==> src/rtl/strap_bus_pkg.sv <==
package strap_bus_pkg;
  typedef struct packed {
    logic rdy_same;   // strap 4
    logic width_ign;  // strap 3, no effect
    logic rw_inv;     // strap 2
    logic big_end;    // strap 1
    logic clk_2x;     // strap 0
  } strap_cfg_t;

  function automatic logic [15:0] swap16(input logic [15:0] d, input logic en);
    return en ? {d[7:0], d[15:8]} : d;
  endfunction
endpackage

==> src/rtl/strap_latch.sv <==
module strap_latch
  import strap_bus_pkg::*;
(
  input  logic       clk_i,
  input  logic       rst_ni,
  input  logic [4:0] strap_i,
  output strap_cfg_t cfg_o,
  output logic       vld_o
);
  always_ff @(posedge clk_i or negedge rst_ni) begin
    if (!rst_ni) begin
      cfg_o <= '0;
      vld_o <= 1'b0;
    end else if (!vld_o) begin
      cfg_o <= strap_cfg_t'(strap_i);
      vld_o <= 1'b1;
    end
  end
endmodule

==> src/rtl/bus_timer.sv <==
module bus_timer #(
  parameter int AW     = 11,
  parameter int LAT_1X = 2
) (
  input  logic          clk_i,
  input  logic          rst_ni,
  input  logic          cfg_vld_i,
  input  logic          clk_2x_i,
  input  logic          rdy_same_i,
  input  logic          rw_inv_i,
  input  logic          ads_ni,
  input  logic          cs_ni,
  input  logic          rwc_i,
  input  logic [AW-1:0] addr_i,
  output logic          busy_o,
  output logic          is_rd_o,
  output logic [AW-1:0] addr_o,
  output logic          commit_o,
  output logic          data_win_o,
  output logic          rdy_o
);
  localparam int CNT_W = $clog2(2 * LAT_1X + 2);

  logic [CNT_W-1:0] cnt_q, lat, unit, last;
  logic             start;

  always_comb begin
    unit = clk_2x_i ? CNT_W'(2) : CNT_W'(1);
    lat  = clk_2x_i ? CNT_W'(2 * LAT_1X) : CNT_W'(LAT_1X);
    last = lat + unit - CNT_W'(1);
  end

  assign start = !busy_o && cfg_vld_i && !ads_ni && !cs_ni;

  always_ff @(posedge clk_i or negedge rst_ni) begin
    if (!rst_ni) begin
      busy_o  <= 1'b0;
      cnt_q   <= '0;
      is_rd_o <= 1'b0;
      addr_o  <= '0;
    end else if (start) begin
      busy_o  <= 1'b1;
      cnt_q   <= CNT_W'(1);
      is_rd_o <= rw_inv_i ? !rwc_i : rwc_i;
      addr_o  <= addr_i;
    end else if (busy_o) begin
      if (cnt_q == last) begin
        busy_o <= 1'b0;
        cnt_q  <= '0;
      end else begin
        cnt_q <= cnt_q + CNT_W'(1);
      end
    end
  end

  logic early_win;
  assign commit_o   = busy_o && (cnt_q == lat - CNT_W'(1));
  assign data_win_o = busy_o && (cnt_q >= lat);
  assign early_win  = busy_o && (cnt_q >= lat - unit) && (cnt_q < lat);
  assign rdy_o      = rdy_same_i ? data_win_o : early_win;
endmodule

==> src/rtl/slave_regfile.sv <==
module slave_regfile #(
  parameter int DW    = 16,
  parameter int DEPTH = 16,
  parameter int AW    = 11
) (
  input  logic          clk_i,
  input  logic          rst_ni,
  input  logic          we_i,
  input  logic          re_i,
  input  logic [AW-1:0] addr_i,
  input  logic [DW-1:0] wdata_i,
  input  logic          irq_set_i,
  output logic [DW-1:0] rdata_o,
  output logic          pol_o,
  output logic          pend_o
);
  localparam int IW = $clog2(DEPTH);

  logic          hit;
  logic [IW-1:0] idx;
  logic [DW-1:0] words [DEPTH];

  assign hit = (addr_i[AW-1:IW] == '0);
  assign idx = addr_i[IW-1:0];

  for (genvar gi = 0; gi < DEPTH; gi++) begin : g_word
    if (gi == 1) begin : g_pend
      logic pend_q;
      always_ff @(posedge clk_i or negedge rst_ni) begin
        if (!rst_ni)                                           pend_q <= 1'b0;
        else if (irq_set_i)                                    pend_q <= 1'b1;
        else if (we_i && hit && idx == IW'(gi) && wdata_i[0])  pend_q <= 1'b0;
      end
      assign words[gi] = {{(DW-1){1'b0}}, pend_q};
    end else begin : g_store
      logic [DW-1:0] word_q;
      always_ff @(posedge clk_i or negedge rst_ni) begin
        if (!rst_ni)                               word_q <= '0;
        else if (we_i && hit && idx == IW'(gi))    word_q <= wdata_i;
      end
      assign words[gi] = word_q;
    end
  end

  always_ff @(posedge clk_i or negedge rst_ni) begin
    if (!rst_ni)   rdata_o <= '0;
    else if (re_i) rdata_o <= hit ? words[idx] : '0;
  end

  assign pol_o  = words[0][0];
  assign pend_o = words[1][0];
endmodule

==> src/rtl/strap_bus_slave.sv <==
module strap_bus_slave
  import strap_bus_pkg::*;
#(
  parameter int AW     = 11,
  parameter int DW     = 16,
  parameter int DEPTH  = 16,
  parameter int LAT_1X = 2
) (
  input  logic          clk_i,
  input  logic          rst_ni,
  input  logic [4:0]    strap_i,
  input  logic          ads_ni,
  input  logic          cs_ni,
  input  logic          rwc_i,
  input  logic [AW-1:0] addr_i,
  input  logic [DW-1:0] data_i,
  output logic [DW-1:0] data_o,
  output logic          data_oe_o,
  output logic          rdy_no,
  output logic          bs16_no,
  input  logic          irq_set_i,
  output logic          irq_o
);
  strap_cfg_t    cfg;
  logic          cfg_vld;
  logic          busy, is_rd, commit, data_win, rdy;
  logic [AW-1:0] addr_q;
  logic [DW-1:0] rdata, wdata;
  logic          pol, pend;

  strap_latch u_straps (
    .clk_i, .rst_ni, .strap_i,
    .cfg_o (cfg),
    .vld_o (cfg_vld)
  );

  bus_timer #(.AW(AW), .LAT_1X(LAT_1X)) u_timer (
    .clk_i, .rst_ni,
    .cfg_vld_i  (cfg_vld),
    .clk_2x_i   (cfg.clk_2x),
    .rdy_same_i (cfg.rdy_same),
    .rw_inv_i   (cfg.rw_inv),
    .ads_ni, .cs_ni, .rwc_i, .addr_i,
    .busy_o     (busy),
    .is_rd_o    (is_rd),
    .addr_o     (addr_q),
    .commit_o   (commit),
    .data_win_o (data_win),
    .rdy_o      (rdy)
  );

  assign wdata = swap16(data_i, cfg.big_end);

  slave_regfile #(.DW(DW), .DEPTH(DEPTH), .AW(AW)) u_regs (
    .clk_i, .rst_ni,
    .we_i      (commit && !is_rd),
    .re_i      (commit && is_rd),
    .addr_i    (addr_q),
    .wdata_i   (wdata),
    .irq_set_i,
    .rdata_o   (rdata),
    .pol_o     (pol),
    .pend_o    (pend)
  );

  assign data_o    = swap16(rdata, cfg.big_end);
  assign data_oe_o = data_win && is_rd;
  assign rdy_no    = !rdy;
  assign bs16_no   = !busy;
  assign irq_o     = pol ? pend : !pend;
endmodule

==> config.mk <==
export PLATFORM = sky130hd
export DESIGN_NAME = strap_bus_slave
export DESIGN_NICKNAME = d
export VERILOG_FILES = /design/src/rtl/strap_bus_pkg.sv /design/src/rtl/strap_latch.sv /design/src/rtl/bus_timer.sv /design/src/rtl/slave_regfile.sv /design/src/rtl/strap_bus_slave.sv
export SDC_FILE = /design/constraint.sdc
export NUM_CORES = 1
export LEC_CHECK = 0
export CORE_MARGIN = 2
export CORE_UTILIZATION = 45
export DETAILED_ROUTE_END_ITERATION = 12
export PLACE_DENSITY_LB_ADDON = 0.1
export SLEW_MARGIN = 25
export SYNTH_ARGS = -nofsm -noshare
export SYNTH_HDL_FRONTEND = slang
export SYNTH_SLANG_ARGS = --single-unit
==> constraint.sdc <==
create_clock -name clk_i -period 2.3 [get_ports clk_i]
set_input_delay 0.46 -clock clk_i [delete_from_list [all_inputs] [get_ports clk_i]]
set_output_delay 0.46 -clock clk_i [all_outputs]
set_load 0.005 [all_outputs]
==> impl_summary.log <==
INFO  metric detail_route.wirelength = 34,790 um
INFO  metric synth_top_cell_by_area = sky130_fd_sc_hd__dfrtp_1
INFO  metric synth.top_cells.by_count = sky130_fd_sc_hd__dfrtp_1 (278), sky130_fd_sc_hd__mux2_2 (268), sky130_fd_sc_hd__mux2i_1 (64), sky130_fd_sc_hd__clkbuf_1 (38), sky130_fd_sc_hd__o21ai_0 (33)
INFO  metric report.final.hold_viol_count = 0
INFO  metric antenna_found_initial = 0
INFO  metric synth_cells = 905
INFO  metric ir_worst_vdd = 0.5197 mV
INFO  metric floorplan.die_area = 30,660 um^2
INFO  metric post_drt_via_cell_ratio = 5.782
INFO  metric synthesis.area = 13,170 um^2
INFO  metric wl_per_cell = 24.40 um
INFO  metric ys_dominant_reg_cell = sky130_fd_sc_hd__dfrtp_1
INFO  metric cts.sink_count = 278
INFO  metric worst_r2r_path_depth = 11
INFO  metric critical-path-max-stage-delay = 0.39 ns
INFO  metric grt_setup_unrepaired = yes
INFO  metric worst-path-buf-inv = 3
INFO  metric maximum_number_of_pins_on_one_net_before_global_route_repair = 56
INFO  metric element_type_at_the_critical_path_start = flop
INFO  metric endpoint_kind_of_the_worst_setup_timing_path = output port
INFO  metric initial_core_util = 45.77%
INFO  metric clock_insertion_delay_worst_skew = 0.57 ns
INFO  metric place_congestion = 0.7890
INFO  metric dr_total_vias = 8,245
INFO  metric synthArstFlopShare = 100.0%
INFO  metric placed_cell_area = 14,750 um^2
INFO  metric timing.rr.end = u_regs.g_word[6].g_store.word_q[4]$_DFFE_PN0P_
INFO  metric clkSlewWorstSetupHoldPaths = 0.06 ns
INFO  metric critPathTopFamily = flip-flops
INFO  metric static-leakage-power = 7.242 nW
INFO  metric yosys_warning_count = 0
INFO  metric crit_chain = inv_4 -> ha_4 -> buf_6 -> nand3_2 -> a21o_1 -> mux2_4 -> buf_6
INFO  metric final.period_utilization = 108.1%
INFO  metric coreArea = 28,780 um^2
INFO  metric vias_in_the_first_global_route = 8,933
INFO  metric die-height = 175.1 um
INFO  metric worst_hold_path_type = primary input to async pin
INFO  metric pre_cts_setup_slack = -0.1662 ns
INFO  metric syn_to_final_growth = 25.38%
INFO  metric power_per_cell_area = 924.3 nW/um^2
INFO  metric detail_route.drc_violations = 0
INFO  metric fmax = 0.4024 GHz
INFO  metric number_of_buffers_created_by_cts = 30
INFO  metric rows = 62
INFO  metric synth_seq_cells = 278
INFO  metric timing.final.setup_violations = 130
INFO  metric detailedRoute.firstIterationViolations = 466
INFO  metric cp.arrival = 2.03 ns
INFO  metric rr_startpoint = u_straps.cfg_o[0]$_DFFE_PN0N_
INFO  metric slew_headroom = 59.31%
INFO  metric tritoncts = yes
INFO  metric synth_top_area_share = 52.81%
INFO  metric yosys-top-cells-area = sky130_fd_sc_hd__dfrtp_1 (53%), sky130_fd_sc_hd__mux2_2 (23%), sky130_fd_sc_hd__mux4_2 (5.5%), sky130_fd_sc_hd__mux2i_1 (4.9%), sky130_fd_sc_hd__mux2_4 (2.3%)
INFO  metric max_cap_violations = 0
INFO  metric io_pins = 58
INFO  metric overflow = 0
INFO  metric final_nets = 1,065
INFO  metric hold_ws = 0.4109 ns
INFO  metric finalPower = 15.27 mW
INFO  metric worst_clock_skew = 0.01987 ns
INFO  metric multi_input_comb_area = 6126 um^2
INFO  metric status = finished with violations
INFO  metric dpl.hpwl = 21,750 um
INFO  metric timing.critical_path.from = u_straps.cfg_o[0]$_DFFE_PN0N_
INFO  metric critPathMaxFanout = 4
INFO  metric timing_worst_setup_path_type = flop to output port
INFO  metric yosys.cell_count.top_type = sky130_fd_sc_hd__dfrtp_1
INFO  metric slew_violations = 0
INFO  metric die_x = 175.1 um
INFO  metric drive_above_1_share = 48.75%
INFO  metric numPortBuffers = 56
INFO  metric synth.net_count = 948
INFO  metric cts-htree-levels = 1
INFO  metric postLayoutCellArea = 16,520 um^2
INFO  metric grtUsageTotal = 23.37%
INFO  metric layout_setup_ws = -0.1852 ns
INFO  metric fin_cells = 1,426
INFO  metric reg2reg_slack = -0.10 ns
INFO  metric post-place-cells = 1,345
INFO  metric root_buffer = sky130_fd_sc_hd__clkbuf_16
INFO  metric antenna_violating_nets_left = 0
INFO  metric min_period = 2.485 ns
INFO  metric critPathRequiredTime = 1.84 ns
INFO  metric avgSynthCellArea = 14.56 um^2
INFO  metric layout.filler_cells = 2,237
INFO  metric drt_first_pass_iters = 4
INFO  metric insertedDiodeCount = 0
INFO  metric most_used_cell_along_the_critical_path = sky130_fd_sc_hd__buf_6
INFO  metric violations = setup timing
INFO  metric cpMaxStageDelayCell = sky130_fd_sc_hd__dfrtp_1
INFO  metric timing_worst_slew_pin_value = 0.6082 ns
INFO  metric area.sequential = 6964 um^2
INFO  metric synth_enable_flop_cells = 0
INFO  metric grt_pass1_wl = 54,520 um
INFO  metric synth_cell_types = 43
INFO  metric seq_area_frac_synth = 52.81%
INFO  metric cts-root-to-sink-buffers = 3
-- stage by stage --
stage	setup TNS, ns	utilization [%]
final	-7.050	57.39
after global routing	-19.16	57.39
after CTS	-13.56	57.43
after detailed placement	-10.06	51.26
after global placement	-4.424	51.26
after floorplan	0	-
-- layout by cell type (no fill, tap or decap), drive strengths merged, types with 16 or more instances in the layout --
cell type,Yosys,routed
a22oi,17,17
buf,36,105
clkbuf,38,46
clkdlybuf4s50,0,37
dfrtp,278,278
mux2,288,288
mux2i,64,64
mux4,32,32
nand2,24,24
nand3,24,24
o21ai,33,33
o221ai,16,16
-- logic make-up (layout without fill, tap and decap cells) --
family	Yosys count	after routing	synth area share, %
AOI/OAI and AO/OA	76	76	3.790
xor gates and xnor gates	2	2	0.1330
adders and majority gates	5	5	0.4749
buffers and inverters	82	219	3.077
DFF	278	278	52.81
muxes	384	384	35.52
other	1	1	0.02847
and+or+nand+nor	77	77	4.169
-- report_power, final --
part	internal (mW)	total (mW)	switching [mW]
clock	2.75	4.68	1.93
sequential	5.31	5.85	0.532
combinational	2.36	4.74	2.38
total	10.4	15.3	4.85
-- sequential cells by signal, summed over array words and instances (netlist names) --
register                      count
u_straps.cfg_o                    4
u_regs.g_word.g_store.word_q    240
u_timer.cnt_q                     3
u_timer.is_rd_o                   1
u_regs.pend_o                     1
u_timer.busy_o                    1
u_regs.rdata_o                   16
u_straps.vld_o                    1
u_timer.addr_o                   11
-- final cells by class --
| class | instances | share of cell area [%] |
|---|---|---|
| well taps | 384 | 2.909 |
| clock buffers | 44 | 5.348 |
| clock inverters | 8 | 0.4772 |
| flip-flops and latches | 278 | 42.16 |
| multi-input cells | 545 | 37.09 |
| repair buffers | 159 | 11.82 |
| inverters | 8 | 0.1970 |
-- worst max path at each step --
stage                                                  endpoint  slack (ns)  cells after the start
2_1_floorplan  u_regs.g_word[15].g_store.word_q[10]$_DFFE_PN0P_       0.007                      8
3_3_place_gp     u_regs.g_word[5].g_store.word_q[1]$_DFFE_PN0P_       -0.11                      8
3_5_place_dp    u_regs.g_word[14].g_store.word_q[5]$_DFFE_PN0P_       -0.17                      8
4_1_cts                                                  rdy_no       -0.17                      7
5_1_grt                                                  rdy_no       -0.25                      7
6_report                                                 rdy_no       -0.19                      7
-- timing repair --
| item | 4_1_cts | 5_1_grt |
|---|---|---|
| gates cloned | 9 | 0 |
| endpoints found under the hold margin | 42 | 0 |
| buffers inserted | 20 | 4 |
| pin swaps | 10 | 2 |
| setup endpoints to repair | 176 | 243 |
| hold buffers | 1 | 0 |
| resized for setup | 142 | 20 |
-- per-layer routing --
metal	vias up	GRT usage (%)	wire length, um
met5	-	0	0
met4	0	6.875	1002
met3	63	3.525	1390
met2	188	37.32	16480
met1	4399	33.22	15910
li1	3595	-	-
Power figures use the tool's default switching activity.
